File: src/rtl/hwlc_pkg.sv
package hwlc_pkg;
  typedef enum logic [1:0] {
    FN_AND = 2'b00,
    FN_CMP = 2'b01,
    FN_OR  = 2'b10,
    FN_XOR = 2'b11
  } fn_e;

  typedef struct packed {
    logic c;
    logic v;
    logic g;
    logic l;
  } cc_t;

  localparam cc_t CC_NONE = '{c: 1'b0, v: 1'b0, g: 1'b0, l: 1'b0};
endpackage

File: src/rtl/hwlc_decode.sv
module hwlc_decode
  import hwlc_pkg::*;
#(
  parameter int OPW = 8
) (
  input  logic [OPW-1:0] opcode,
  output fn_e            fn,
  output logic           legal
);
  localparam int FORM_LSB = OPW - 2;

  logic [1:0]        form;
  logic [FORM_LSB-1:0] body;
  logic form_ok;
  logic body_ok;

  assign form = opcode[OPW-1:FORM_LSB];
  assign body = opcode[FORM_LSB-1:0];

  // Register, memory and immediate forms are 00, 01 and 11 in the top two bits.
  always_comb begin
    case (form)
      2'b00, 2'b01, 2'b11: form_ok = 1'b1;
      default:             form_ok = 1'b0;
    endcase
  end

  // The remaining bits must select function 4..7.
  assign body_ok = (body[FORM_LSB-1:2] == 1);
  assign legal   = form_ok && body_ok;
  assign fn      = fn_e'(body[1:0]);
endmodule

File: src/rtl/hwlc_logic.sv
module hwlc_logic
  import hwlc_pkg::*;
#(
  parameter int W = 16
) (
  input  fn_e          fn,
  input  logic [W-1:0] a,
  input  logic [W-1:0] b,
  output logic [W-1:0] res,
  output cc_t          cc
);
  for (genvar i = 0; i < W; i++) begin : g_bit
    always_comb begin
      case (fn)
        FN_AND:  res[i] = a[i] & b[i];
        FN_OR:   res[i] = a[i] | b[i];
        FN_XOR:  res[i] = a[i] ^ b[i];
        default: res[i] = 1'b0;
      endcase
    end
  end

  logic nonzero;
  assign nonzero = |res;

  always_comb begin
    cc   = CC_NONE;
    cc.l = res[W-1];
    cc.g = nonzero && !res[W-1];
  end
endmodule

File: src/rtl/hwlc_cmp.sv
module hwlc_cmp
  import hwlc_pkg::*;
#(
  parameter int W = 16
) (
  input  logic [W-1:0] a,
  input  logic [W-1:0] b,
  output cc_t          cc
);
  logic [W:0] diff;
  logic       below;
  logic       same;

  // A borrow out of the widened subtraction marks a < b (unsigned).
  assign diff  = {1'b0, a} - {1'b0, b};
  assign below = diff[W];
  assign same  = (diff[W-1:0] == '0);

  always_comb begin
    cc   = CC_NONE;
    cc.c = below;
    cc.l = below;
    cc.g = !below && !same;
  end
endmodule

File: src/rtl/hwlc_unit.sv
module hwlc_unit
  import hwlc_pkg::*;
#(
  parameter int W   = 16,
  parameter int OPW = 8
) (
  input  logic           clk,
  input  logic           rst_n,
  input  logic           in_valid,
  input  logic [OPW-1:0] opcode,
  input  logic [W-1:0]   opa,
  input  logic [W-1:0]   opb,
  output logic           out_valid,
  output logic [W-1:0]   result,
  output logic           wr_en,
  output logic [3:0]     cc,
  output logic           illegal
);
  fn_e          dec_fn;
  logic         dec_legal;
  logic [W-1:0] log_res;
  cc_t          log_cc;
  cc_t          cmp_cc;

  hwlc_decode #(.OPW(OPW)) u_dec (
    .opcode (opcode),
    .fn     (dec_fn),
    .legal  (dec_legal)
  );

  hwlc_logic #(.W(W)) u_log (
    .fn  (dec_fn),
    .a   (opa),
    .b   (opb),
    .res (log_res),
    .cc  (log_cc)
  );

  hwlc_cmp #(.W(W)) u_cmp (
    .a  (opa),
    .b  (opb),
    .cc (cmp_cc)
  );

  logic         vld_q, vld_d;
  logic         wr_q, wr_d;
  logic         ill_q, ill_d;
  logic [W-1:0] res_q, res_d;
  cc_t          cc_q, cc_d;
  logic         load_en;

  // result and cc are clock-enabled; the pulse outputs reload every cycle.
  assign load_en = in_valid;

  always_comb begin
    vld_d = in_valid;
    wr_d  = 1'b0;
    ill_d = 1'b0;
    res_d = res_q;
    cc_d  = cc_q;
    if (in_valid) begin
      if (!dec_legal) begin
        ill_d = 1'b1;
        res_d = '0;
        cc_d  = CC_NONE;
      end else if (dec_fn == FN_CMP) begin
        res_d = opa;
        cc_d  = cmp_cc;
      end else begin
        wr_d  = 1'b1;
        res_d = log_res;
        cc_d  = log_cc;
      end
    end
  end

  always_ff @(posedge clk or negedge rst_n) begin
    if (!rst_n) begin
      vld_q <= 1'b0;
      wr_q  <= 1'b0;
      ill_q <= 1'b0;
    end else begin
      vld_q <= vld_d;
      wr_q  <= wr_d;
      ill_q <= ill_d;
    end
  end

  always_ff @(posedge clk or negedge rst_n) begin
    if (!rst_n) begin
      res_q <= '0;
      cc_q  <= CC_NONE;
    end else if (load_en) begin
      res_q <= res_d;
      cc_q  <= cc_d;
    end
  end

  assign out_valid = vld_q;
  assign wr_en     = wr_q;
  assign illegal   = ill_q;
  assign result    = res_q;
  assign cc        = cc_q;
endmodule

File: config.mk
export PLATFORM = sky130hd
export DESIGN_NAME = hwlc_unit
export DESIGN_NICKNAME = d
export VERILOG_FILES = /design/src/rtl/hwlc_pkg.sv /design/src/rtl/hwlc_decode.sv /design/src/rtl/hwlc_logic.sv /design/src/rtl/hwlc_cmp.sv /design/src/rtl/hwlc_unit.sv
export SDC_FILE = /design/constraint.sdc
export NUM_CORES = 1
export LEC_CHECK = 0
export BUFFER_PORTS_ARGS = -buffer_cell sky130_fd_sc_hd__buf_2
export CAP_MARGIN = 20
export CORE_MARGIN = 2
export CORE_UTILIZATION = 45
export CTS_BUF_LIST = sky130_fd_sc_hd__clkbuf_8
export DETAILED_ROUTE_END_ITERATION = 10
export PLACE_DENSITY = 0.67
export RECOVER_POWER = 50
export SKIP_LAST_GASP = 1
export SLEW_MARGIN = 10
export SYNTH_ARGS = -nofsm -noshare
export SYNTH_HDL_FRONTEND = slang
export SYNTH_SLANG_ARGS = --single-unit
File: constraint.sdc
create_clock -name clk -period 0.95 [get_ports clk]
set_input_delay 0.095 -clock clk [delete_from_list [all_inputs] [get_ports clk]]
set_output_delay 0.095 -clock clk [all_outputs]
set_load 0.02 [all_outputs]
==> results of run 1 <==
[layout make-up]
type	count	area [sq um]	area share [%]
well taps	77	96.3	1.72
multi-input cells	274	2740	48.9
inverters	59	377	6.73
repair buffers	205	1800	32.1
flip-flops and latches	22	551	9.83
clock buffers	3	41.3	0.738
[routing by layer]
layer  wire length, um  up-vias
li1                  -     1701
met1              5370     1884
met2              6820      251
met3              1140       79
met4               809        0
met5                 0        -
[kinds of logic after synthesis]
kind of cell / Yosys count / share of synthesized area [%]
xor+xnor: 2 / 0.592
mux: 12 / 5.12
other cells: 1 / 0.127
buf+inv: 80 / 10.7
compound gates: 96 / 22.5
flops: 22 / 18.6
fa+ha+maj: 49 / 21.0
simple gates: 114 / 21.5
[per-stage QoR]
step	hold slack, ns	total power, uW	util [%]	TNS, ns
final	0.275	4370	88.2	-8.54
after global routing	0.289	4540	88.2	-9.72
after detailed placement	0.0730	3090	73.1	-13.58
after CTS	0.159	4000	83.6	-5.98
after floorplan	-0.201	2170	-	-5.23
after global placement	0.0776	3050	73.1	-12.80
[power by group]
part           switching, uW  internal (uW)  total (uW)
combinational           1370           1460        2820
clock                    290            284         574
sequential              11.7            957         968
[cell usage in the layout, fill, tap and decap left out, types with 11 or more instances in the layout]
master,Yosys,final
inv_1,59,26
ha_1,48,31
dfrtp_1,22,22
buf_6,0,28
a21oi_1,17,13
nand2b_1,20,11
nor2_1,26,22
buf_2,6,36
inv_4,0,11
buf_4,2,116
ha_4,0,17
[cells in the mapped netlist, types with 3 or more instances]
master	instances
buf_2	6
nand2b_1	20
ha_1	48
a32oi_1	8
a2111oi_0	4
mux2i_1	5
nor4b_1	3
clkbuf_1	12
o22ai_1	12
a21oi_1	17
dfrtp_1	22
o21ai_0	13
mux2_2	5
nor2b_1	11
a21boi_0	10
a22oi_1	3
nor4_1	5
nand4_1	9
a31oi_1	3
inv_1	59
nor3_1	10
nor2_1	26
o211ai_1	4
nand2_1	12
[worst max-delay path, stage by stage]
cell and delay, ns:
buf_12 0.10, inv_12 0.03, ha_4 0.17, fa_2 0.39
xor2_2 0.18, a2111oi_4 0.28, o311ai_1 0.17, a2111oi_1 0.36
nand4_1 0.16, nor4_2 0.38, o21ai_1 0.10
[worst max-delay path by stage]
stage	from	endpoint	slack, ns
finish	opa[0]	cc[1]	-1.33
global route	opa[0]	cc[1]	-1.39
CTS	opa[0]	cc[1]	-1.18
detailed placement	opa[0]	cc[1]	-1.83
global placement	opa[0]	cc[1]	-1.66
floorplan	opa[0]	cc[1]	-1.11
[flip-flops by register name (all words and copies together), names as in the netlist]
name and cells:
illegal 1, wr_en 1, out_valid 1, cc 3, result 16
[repair_timing]
item | CTS | global route
cloned | 2 | 1
endpoints found under the setup margin | 19 | 20
endpoints found under the hold margin | 22 | 0
setup buffers | 16 | 13
hold buffers | 1 | 0
pin swaps | 43 | 21
gates resized for setup | 103 | 52
==> impl_results.md, run 1 <==
* Worst min path class: in2reg
* Mapped cell area at 2960 sq um
* Count of final hold-check violations at 0
* CTS tree: yes
* Initial antenna violation count at 0
* Leading area contributor after synthesis: ha_1
* Post-synth EDFFs at 0
* Largest net degree at the start of global routing at 23
* Final nets at 657
* Critical path type: in2reg
* Clk sink count at 22
* DRT Pass-1 Iters at 5
* Later-pin clock latency in the skew report at 0.27 ns
* Port bufs at 64
* Wire length per cell at 22.1 um
* Fin. max-slew vios at 0
* Total Routing Usage GR at 31.1%
* Critical path capture point type: flop
* Critical Path Start Type: input port
* YS warnings at 0
* PnR worst setup slack at -1.33 ns
* Layout cell share with drive strength beyond 1 at 57.4%
* Placed Cells at 611
* Die height at 85.1 um
* Worst endpoint data arrival time at 2.43 ns
* Worst r2r src: cc[1]
* Post-DRT Antenna Nets at 0
* Clock Tree Root: clkbuf_8
* Failing checks: negative setup slack
* R2r setup slk at -0.02 ns
* Least-Margin Pin Slew at 1.05 ns
* GR met1 Demand/Resource at 40.9%
* Post-route cell area at 5600 sq um
* Remaining Overflow, GRT at 0
* Die Width at 85.1 um
* Tmin final at 2.28 ns
* Pre-CTS setup slack at -1.83 ns
* Core area at 6350 sq um
* R2R depth at 3
* Most used routing layer: met2
* Finished Layout Cells at 640
* Gate count of the mapped netlist at 376
* Worst R2R End: cc[1]
* Synthesized flop and latch total at 22
* Met3 usage at 2.63%
* Hold Path Depth at 4
* Syn Nets at 468
* Skew final at 0 ns
* Highest clock rate at 438 MHz
* Largest buffer count on any clock path at 2
* IO Pins at 66
* Row count at 29
* Syn avg cell area at 7.87 sq um
* Fraction of registers with async set/reset at 100%
* Max cap viols at 0
* Cell variety after synth at 56
* DR vias/cell at 6.12
* ANT cells at 0
* Top_reg_cell synth: dfrtp_1
* Slew headroom at 30.2%
* Filler cells at 260
* H-Tree Depth at 1
* Max VDD drop at 0.00115 V
* Status: finished, violations left
* Largest cells by area after synthesis: ha_1, dfrtp_1, inv_1, nand2b_1, nor2_1
* Clk slew on worst S/H paths at 0.08 ns
* Power Density at 780 nW/um^2
* P_leak at 0.00264 uW
* Vias in the first global route at 3559
* Worst Hold End: result[3]
* Area grow syn2layout at 89.2%
* Via Count at 3915
* Crit Path Max Fanout at 2
* Met2 Use GR at 54.0%
* Setup violation total in the final timing report at 22
* Top-area cell type share of the netlist area at 20.3%
* Hold path start: opa[3]
* Initial Utilization at 46.6%
* Placer Congestion at 0.928
* Final Routed Wirelength at 14.1 mm
* First-pass GRT wire length at 18.1 mm
* Worst EP required at 1.10 ns
* Initial DRC Count at 232
* RSZ-0062 raised after global routing: yes
* Final worst-path cycle share at 240%
* # DRC at 0
* Die area at 7240 sq um
* DPL Wire Length at 7.83 mm
* Area of placed instances at 4640 sq um
* Post-synthesis sequential area ratio at 18.6%
* CTS buffer count at 3
Power figures use the tool's default switching activity.
==> run 2: changes to the inputs <==
--- a/config.mk
+++ b/config.mk
@@ -7,14 +7,17 @@
 export LEC_CHECK = 0
 export BUFFER_PORTS_ARGS = -buffer_cell sky130_fd_sc_hd__buf_2
 export CAP_MARGIN = 20
+export CELL_PAD_IN_SITES_DETAIL_PLACEMENT = 2
+export CELL_PAD_IN_SITES_GLOBAL_PLACEMENT = 2
 export CORE_MARGIN = 2
-export CORE_UTILIZATION = 45
+export CORE_UTILIZATION = 33
 export CTS_BUF_LIST = sky130_fd_sc_hd__clkbuf_8
 export DETAILED_ROUTE_END_ITERATION = 10
-export PLACE_DENSITY = 0.67
+export PLACE_DENSITY = 0.81
 export RECOVER_POWER = 50
 export SKIP_LAST_GASP = 1
 export SLEW_MARGIN = 10
 export SYNTH_ARGS = -nofsm -noshare
 export SYNTH_HDL_FRONTEND = slang
+export SYNTH_HIERARCHICAL = 1
 export SYNTH_SLANG_ARGS = --single-unit
==> run 2 against run 1 <==
Effect of this change:
- the flow now stops in clock tree synthesis
- synthesized cell count down 3.2%
- area after synthesis is 2.9% higher
==> impl_results.md, run 2 <==
* Status: did not finish (was finished, violations left)
* Die height at 100 um (was 85.1 um)
* CTS resizes at 164 (was 103)
* Fraction of registers with async set/reset at 100% (unchanged)
* Most common cell in the netlist: inv_1 (unchanged)
* Largest cells by area after synthesis: ha_1, dfrtp_1, inv_1, mux2i_1, o22ai_1 (was ha_1, dfrtp_1, inv_1, nand2b_1, nor2_1)
* YS warnings at 6 (was 0)
* Gate count of the mapped netlist at 364 (was 376)
* Top-area cell type share of the netlist area at 19.7% (was 20.3%)
* Port bufs at 65 (was 64)
* Mapped cell area at 3050 sq um (was 2960 sq um)
* Syn avg cell area at 8.37 sq um (was 7.87 sq um)
* Die Width at 100 um (was 85.1 um)
* DPL Wire Length at 10.4 mm (was 7.83 mm)
* IO Pins at 66 (unchanged)
* Leading area contributor after synthesis: ha_1 (unchanged)
* Post-synth EDFFs at 0 (unchanged)
* Pre-CTS setup slack at -1.94 ns (was -1.83 ns)
* Initial Utilization at 33.4% (was 46.6%)
* CTS Hold Buffers Added at 1 (unchanged)
* Cell variety after synth at 61 (was 56)
* Row count at 35 (was 29)
* Last stage reached: clock tree synthesis
* Placer Congestion at 0.886 (was 0.928)
* Top_reg_cell synth: dfrtp_1 (unchanged)
* First Err: [ERROR DPL-0033] detailed placement checks failed during check placement.
* Post-synthesis sequential area ratio at 18.9% (was 18.6%)
* Clock Tree Root: clkbuf_8 (unchanged)
* Post-CTS Setup Bufs at 37 (was 16)
* Most instantiated cells after synthesis: inv_1, ha_1, mux2i_1 (was inv_1, ha_1, nor2_1)
* Synthesized flop and latch total at 23 (was 22)
* CTS buffer count at 3 (unchanged)
* Largest buffer count on any clock path at 2 (unchanged)
* Clk sink count at 23 (was 22)
* H-Tree Depth at 1 (unchanged)
-- run 2: changes by cell type after synthesis, sizes merged, moves of 8 or more --
cell | before | now
buf | 9 | 18
a21boi | 10 | 0
o22ai | 12 | 21
nor2 | 27 | 5
mux2i | 5 | 24
a32oi | 8 | 0
inv | 59 | 76
a22o | 0 | 9
-- run 2: kinds of logic after synthesis --
| group | Yosys count | synth area share [%] |
|---|---|---|
| flip-flops | 23 | 18.9 |
| AND/OR/NAND/NOR | 67 | 13.4 |
| other | 2 | 0.247 |
| multiplexers | 25 | 8.26 |
| buffers and inverters | 99 | 15.6 |
| AO/OA/AOI/OAI | 94 | 21.8 |
| adder cells (fa/ha/maj) | 49 | 20.4 |
| XOR/XNOR | 5 | 1.44 |
-- run 2: per-stage QoR --
step                      TNS (ns)  cell area (sq um)  cells
after floorplan              -7.07               3130    365
after global placement      -14.47               4120    611
after detailed placement    -16.78               4120    611
==> run 3: changes to the inputs <==
--- a/config.mk
+++ b/config.mk
@@ -7,13 +7,10 @@
 export LEC_CHECK = 0
 export BUFFER_PORTS_ARGS = -buffer_cell sky130_fd_sc_hd__buf_2
 export CAP_MARGIN = 20
-export CELL_PAD_IN_SITES_DETAIL_PLACEMENT = 2
-export CELL_PAD_IN_SITES_GLOBAL_PLACEMENT = 2
 export CORE_MARGIN = 2
-export CORE_UTILIZATION = 33
-export CTS_BUF_LIST = sky130_fd_sc_hd__clkbuf_8
+export CORE_UTILIZATION = 30
 export DETAILED_ROUTE_END_ITERATION = 10
-export PLACE_DENSITY = 0.81
+export PLACE_DENSITY_LB_ADDON = 0.15
 export RECOVER_POWER = 50
 export SKIP_LAST_GASP = 1
 export SLEW_MARGIN = 10
==> run 3 against run 2 <==
Effect of this change:
- area after synthesis stayed put
- the flow now finishes, with violations (negative setup slack)
- synthesized cell count stayed put
==> impl_results.md, run 3 <==
* Status: finished, violations left (was did not finish)
* Failing checks: negative setup slack
* Worst endpoint data arrival time at 2.40 ns
* Fin. max-slew vios at 0
* Placer Congestion at 0.854 (was 0.886)
* CTS buffer count at 3 (unchanged)
* ANT cells at 0
* Routed wl met3 at 253 um
* Wire length per cell at 14.7 um
* Largest cells by area after synthesis: ha_1, dfrtp_1, inv_1, mux2i_1, o22ai_1 (unchanged)
* Area occupied by multi-input gates at 2350 sq um
* Top-area cell type share of the netlist area at 19.7% (unchanged)
* Tmin final at 2.25 ns
* Row count at 36 (was 35)
* DR vias/cell at 4.65
* Comb power frac at 58.7%
* Post-DRT Antenna Nets at 0
* Area grow syn2layout at 69.9%
* Max FFs per register at 16
* Count of final hold-check violations at 0
* Fraction of registers with async set/reset at 100% (unchanged)
* Routed met2 length at 5.08 mm
* Commonest non-fill, non-tap cell in the layout: buf_4
* Syn avg cell area at 8.37 sq um (unchanged)
* H-Tree Depth at 1 (unchanged)
* Worst min path class: in2reg
* Hold path start: opa[10]
* Final nets at 630
* Layout cell share with drive strength beyond 1 at 48.8%
* Port bufs at 65 (unchanged)
* Setup violation total in the final timing report at 20
* Clock group share of total power at 15.6%
* Remaining Overflow, GRT at 0
* Clock Tree Root: clkbuf_8 (unchanged)
* Skew final at 0 ns
* Vias in the first global route at 3172
* Critical path capture point type: flop
* Most frequent cells in the layout: buf_4, inv_1, buf_6, buf_2, ha_1
* Switching part of the total power at 34.8%
* Most common cell in the netlist: inv_1 (unchanged)
* Critical path origin: opa[1]
* Switching pwr at 1360 uW
* Clk sink count at 23 (unchanged)
* R2R depth at 3
* Filler cells at 934
* Clk slew on worst S/H paths at 0.08 ns
* Post-synth EDFFs at 0 (unchanged)
* Slew headroom at 60.6%
* RSZ-0062 raised after global routing: yes
* IO Pins at 66 (unchanged)
* Post-synthesis sequential area ratio at 18.9% (unchanged)
* Top layer used by detailed routing: met4
* Highest clock rate at 445 MHz
* Later-pin clock latency in the skew report at 0.26 ns
* R2r setup slk at 0.18 ns
* Worst EP required at 1.10 ns
* Critical Path Start Type: input port
* Die Width at 105 um (was 100 um)
* Met1 WL at 4.41 mm
* DPL Wire Length at 7.13 mm (was 10.4 mm)
* Hold Path Depth at 4
* Total power at 3910 uW
* Post-route cell area at 5170 sq um
* Die area at 11000 sq um
* Worst r2r src: result[12]
* P_leak at 0.00266 uW
* DRT Pass-1 Iters at 4
* Area of placed instances at 4150 sq um (was 4120 sq um)
* CTS tree: yes
* Crit Path Max Fanout at 3
* Initial Utilization at 31.0% (was 33.4%)
* Core area at 9820 sq um
* Least-Margin Pin Slew at 0.592 ns
* Max VDD drop at 0.000451 V
* Mapped cell area at 3050 sq um (unchanged)
* Post-layout util at 52.7%
* YS warnings at 6 (unchanged)
* Power Density at 755 nW/um^2
* Max cap viols at 0
* Top_reg_cell synth: dfrtp_1 (unchanged)
* Sequential cell area at 576 sq um
* # DRC at 0
* Critical path type: in2reg
* Largest net degree at the start of global routing at 24
* Largest buffer count on any clock path at 2 (unchanged)
* Initial DRC Count at 106
* Power Internal at 2550 uW
* Total Routing Usage GR at 17.5%
* Cell variety after synth at 61 (unchanged)
* Most instantiated cells after synthesis: inv_1, ha_1, mux2i_1 (unchanged)
* Final Routed Wirelength at 9.82 mm
* Synthesized flop and latch total at 23 (unchanged)
* Initial antenna violation count at 0
* Final worst-path cycle share at 237%
* Seq pwr share at 25.8%
* Leading area contributor after synthesis: ha_1 (unchanged)
* First-pass GRT wire length at 15.8 mm
* Die height at 105 um (was 100 um)
* Gate count of the mapped netlist at 364 (unchanged)
* Via Count at 3118
* PnR worst setup slack at -1.30 ns
[run 3: stage by stage]
step / instances / setup slack (ns) / TNS [ns] / hold WS, ns
6_report: 670 / -1.30 / -7.44 / 0.193
5_1_grt: 670 / -1.47 / -8.61 / 0.190
4_1_cts: 668 / -1.30 / -6.36 / 0.171
3_5_place_dp: 634 / -1.83 / -14.53 / 0.110
3_3_place_gp: 634 / -1.70 / -14.28 / 0.105
2_1_floorplan: 365 / -1.33 / -7.07 / -0.201
[run 3: cells by family after synthesis]
family,synth area share [%]
AO/OA/AOI/OAI,21.8
XOR/XNOR,1.44
adder cells (fa/ha/maj),20.4
buffers and inverters,15.6
flip-flops,18.9
multiplexers,8.26
other,0.247
AND/OR/NAND/NOR,13.4
[run 3: critical path, cell delays in order]
cell     delay [ns]
buf_2          0.11
ha_1           0.28
nor2b_4        0.13
o31a_1         0.27
o41ai_2        0.27
o21ai_1        0.14
a211o_1        0.29
xnor2_1        0.16
nor4_4         0.29
a31oi_1        0.12
mux2i_1        0.15
o22ai_1        0.08
[run 3: area by class of cell]
type	count	share of cell area [%]
flip-flops and latches	23	11.1
well taps	133	3.22
multi-input cells	243	45.4
clock buffers	4	0.871
repair buffers	191	33.3
inverters	76	6.09
[run 3: power by group through the flow]
| stage | Sequential, uW | Clock, uW | Combinational, uW |
|---|---|---|---|
| after detailed placement | 1030 | 0 | 1760 |
| after CTS | 1010 | 625 | 2190 |
| after global routing | 1010 | 673 | 2500 |
| final | 1010 | 608 | 2290 |
| after floorplan | 1050 | 0 | 999 |
| after global placement | 1030 | 0 | 1750 |
[run 3: final timing paths]
| kind | to |
|---|---|
| setup / recovery | cc[1] |
| min in group asynchronous | result[15] |
| hold reg to reg | result[11] |
| setup reg to reg | result[12] |
| hold / removal | result[10] |
| max in group asynchronous | result[0] |
[run 3: what timing repair did]
item                                    4_1_cts  5_1_grt
buffers inserted                             23        6
hold buffers                                  1        0
cloned                                        7        0
resized for setup                           125       22
endpoints found under the hold margin        23        0
pin swaps                                    46       10
endpoints found under the setup margin       20       21
[run 3: routing by layer]
metal	up-vias	track usage, %
met2	51	32.8
met1	1452	22.0
met4	0	3.24
met3	6	1.06
li1	1609	-
met5	-	0
==> run 4: changes to the inputs <==
--- a/config.mk
+++ b/config.mk
@@ -11,7 +11,7 @@
 export CORE_UTILIZATION = 30
 export DETAILED_ROUTE_END_ITERATION = 10
 export PLACE_DENSITY_LB_ADDON = 0.15
-export RECOVER_POWER = 50
+export RECOVER_POWER = 100
 export SKIP_LAST_GASP = 1
 export SLEW_MARGIN = 10
 export SYNTH_ARGS = -nofsm -noshare
==> run 4 against run 3 <==
Effect of this change:
- the run still ends with negative setup slack left
- count of clock-buffer cells in the layout is the same
- final cell count is the same
- power is 0.18% lower
- sequential share of layout area barely moved
- die area unchanged
- register-to-register slack hardly changed
- critical endpoint unchanged
==> impl_results.md, run 4 (synthesized netlist as in run 3, its figures left out) <==
* Largest delay share family, worst path: compound AO/OA/AOI/OAI gates (unchanged)
* # DRC at 0 (unchanged)
* Critical Path, Cell by Cell: buf_2 -> ha_1 -> nor2b_4 -> o31a_1 -> o41ai_2 -> o21ai_1 -> a211o_1 -> xnor2_1 -> nor4_4 -> a31oi_1 -> mux2i_1 -> o22ai_1 (unchanged)
* Failing checks: negative setup slack (unchanged)
* CTS tree: yes (unchanged)
* Area grow syn2layout at 69.6% (was 69.9%)
* Slew headroom at 60.3% (was 60.6%)
* Final Routed Wirelength at 9.82 mm (about the same)
* Switching part of the total power at 34.7% (was 34.8%)
* DPL Wire Length at 7.13 mm (unchanged)
* Post-DRT Antenna Nets at 0 (unchanged)
* Die Width at 105 um (unchanged)
* Least-Margin Pin Slew at 0.595 ns (was 0.592 ns)
* Clk slew on worst S/H paths at 0.08 ns (about the same)
* Clock Tree Root: clkbuf_8 (unchanged)
* Skew final at 0 ns (unchanged)
* Post-layout util at 52.6% (was 52.7%)
* Row count at 36 (unchanged)
* Worst endpoint data arrival time at 2.39 ns (was 2.40 ns)
* Hold Path Depth at 4 (unchanged)
* Clk sink count at 23 (unchanged)
* Setup violation total in the final timing report at 20 (unchanged)
* Pre-CTS setup slack at -1.83 ns (unchanged)
* CTS buffer count at 3 (unchanged)
* ANT cells at 0 (unchanged)
* Via Count at 3109 (was 3118)
* Slowest stage cell, crit path: a211o_1 (unchanged)
* Wire length per cell at 14.7 um (about the same)
* Initial DRC Count at 91 (was 106)
* Power Internal at 2550 uW (about the same)
* Worst min path class: in2reg (unchanged)
* Commonest non-fill, non-tap cell in the layout: buf_4 (unchanged)
* DRT Pass-1 Iters at 4 (unchanged)
* Largest net degree at the start of global routing at 24 (unchanged)
* Total power at 3900 uW (was 3910 uW)
* R2R depth at 3 (unchanged)
* Critical Path Start Type: input port (unchanged)
* Highest clock rate at 446 MHz (was 445 MHz)
* Initial antenna violation count at 0 (unchanged)
* Crit path largest cell delay at 0.29 ns (about the same)
* Final worst-path cycle share at 236% (was 237%)
* Placer Congestion at 0.854 (unchanged)
* First-pass GRT wire length at 15.8 mm (unchanged)
* Core area at 9820 sq um (unchanged)
* Port bufs at 65 (unchanged)
* Worst Path Buf+Inv at 1 (unchanged)
* Layout cell share with drive strength beyond 1 at 48.8% (unchanged)
* Crit Path Max Fanout at 3 (unchanged)
* Vias in the first global route at 3172 (unchanged)
* Max VDD drop at 0.000451 V (about the same)
* PnR worst setup slack at -1.29 ns (was -1.30 ns)
* P_leak at 0.00265 uW (was 0.00266 uW)
* Die area at 11000 sq um (unchanged)
* Final nets at 630 (unchanged)
* Hold path start: opa[10] (unchanged)
* Die height at 105 um (unchanged)
* Total Routing Usage GR at 17.5% (unchanged)
* Comb power frac at 58.7% (about the same)
* Tmin final at 2.24 ns (was 2.25 ns)
* Largest buffer count on any clock path at 2 (unchanged)
* Count of final hold-check violations at 0 (unchanged)
* Later-pin clock latency in the skew report at 0.26 ns (about the same)
* DR vias/cell at 4.64 (was 4.65)
* WP depth at 12 (unchanged)
* Seq pwr share at 25.8% (about the same)
* Worst r2r src: result[12] (unchanged)
* H-Tree Depth at 1 (unchanged)
* Power Density at 755 nW/um^2 (about the same)
* IO Pins at 66 (unchanged)
* Filler cells at 934 (unchanged)
* Status: finished, violations left (unchanged)
* Max FFs per register at 16 (unchanged)
* Worst EP required at 1.10 ns (about the same)
* Most frequent cells in the layout: buf_4, inv_1, buf_6 (was buf_4, inv_1, buf_6, buf_2, ha_1)
* Remaining Overflow, GRT at 0 (unchanged)
* Critical path type: in2reg (unchanged)
* Max cap viols at 0 (unchanged)
* RSZ-0062 raised after global routing: yes (unchanged)
* Critical path origin: opa[1] (unchanged)
* Initial Utilization at 31.0% (unchanged)
* Clock group share of total power at 15.5% (was 15.6%)
* Fin. max-slew vios at 0 (unchanged)
* Switching pwr at 1350 uW (was 1360 uW)
* Critical path capture point type: flop (unchanged)
==> run 4: cell types whose count changed in the layout (fill, tap and decap cells not counted) <==
cell	change
clkbuf_2	+16
buf_2	-16
a21oi_4	-1
a21oi_2	+1
==> run 4: layout make-up <==
class	instances	area (sq um)	area share [%]
inverters	76	315	6.10
flip-flops and latches	23	576	11.1
multi-input cells	243	2340	45.3
repair buffers	191	1720	33.4
clock buffers	4	45.0	0.872
well taps	133	166	3.22
==> run 4: final timing paths <==
check | endpoint | slack, ns
max | cc[1] | -1.29
min | result[10] | 0.19
max reg2reg | result[12] | 0.18
min reg2reg | result[11] | 0.53
max in group asynchronous | result[5] | 0.19
min in group asynchronous | cc[2] | 0.37
==> run 4: what timing repair did <==
item                                    4_1_cts  5_1_grt
gates resized for setup                     125       22
cloned                                        7        0
endpoints found under the setup margin       20       21
pin swaps                                    46       10
buffers inserted                             23        6
hold buffers                                  1        0
endpoints found under the hold margin        23        0
==> run 4: layer usage <==
metal	GRT usage [%]	vias to the layer above	part of all wire, %
li1	-	1608	-
met1	22.0	1439	45
met2	32.8	56	52
met3	1.06	6	2.8
met4	3.24	0	0.75
met5	0	-	0
==> run 4: tightest hold or removal path, delay by kind of cell <==
family                 cells  cell delay (ns)
AO/OA/AOI/OAI              1             0.08
buffers and inverters      2             0.18
multiplexers               1             0.06
==> run 4: per-stage QoR <==
stage | TNS, ns | hold slack (ns) | cell area [sq um] | cells
2_1_floorplan | -7.07 | -0.201 | 3130 | 365
3_3_place_gp | -14.28 | 0.105 | 4150 | 634
3_5_place_dp | -14.53 | 0.110 | 4150 | 634
4_1_cts | -6.36 | 0.171 | 5050 | 668
5_1_grt | -8.67 | 0.190 | 5170 | 670
6_report | -7.58 | 0.194 | 5170 | 670
==> run 4: power groups by stage <==
stage | sequential, uW | combinational [uW] | clock (uW)
after global routing | 1010 | 2500 | 673
after floorplan | 1050 | 999 | 0
after global placement | 1030 | 1750 | 0
after CTS | 1010 | 2190 | 625
final | 1010 | 2290 | 604
after detailed placement | 1030 | 1760 | 0
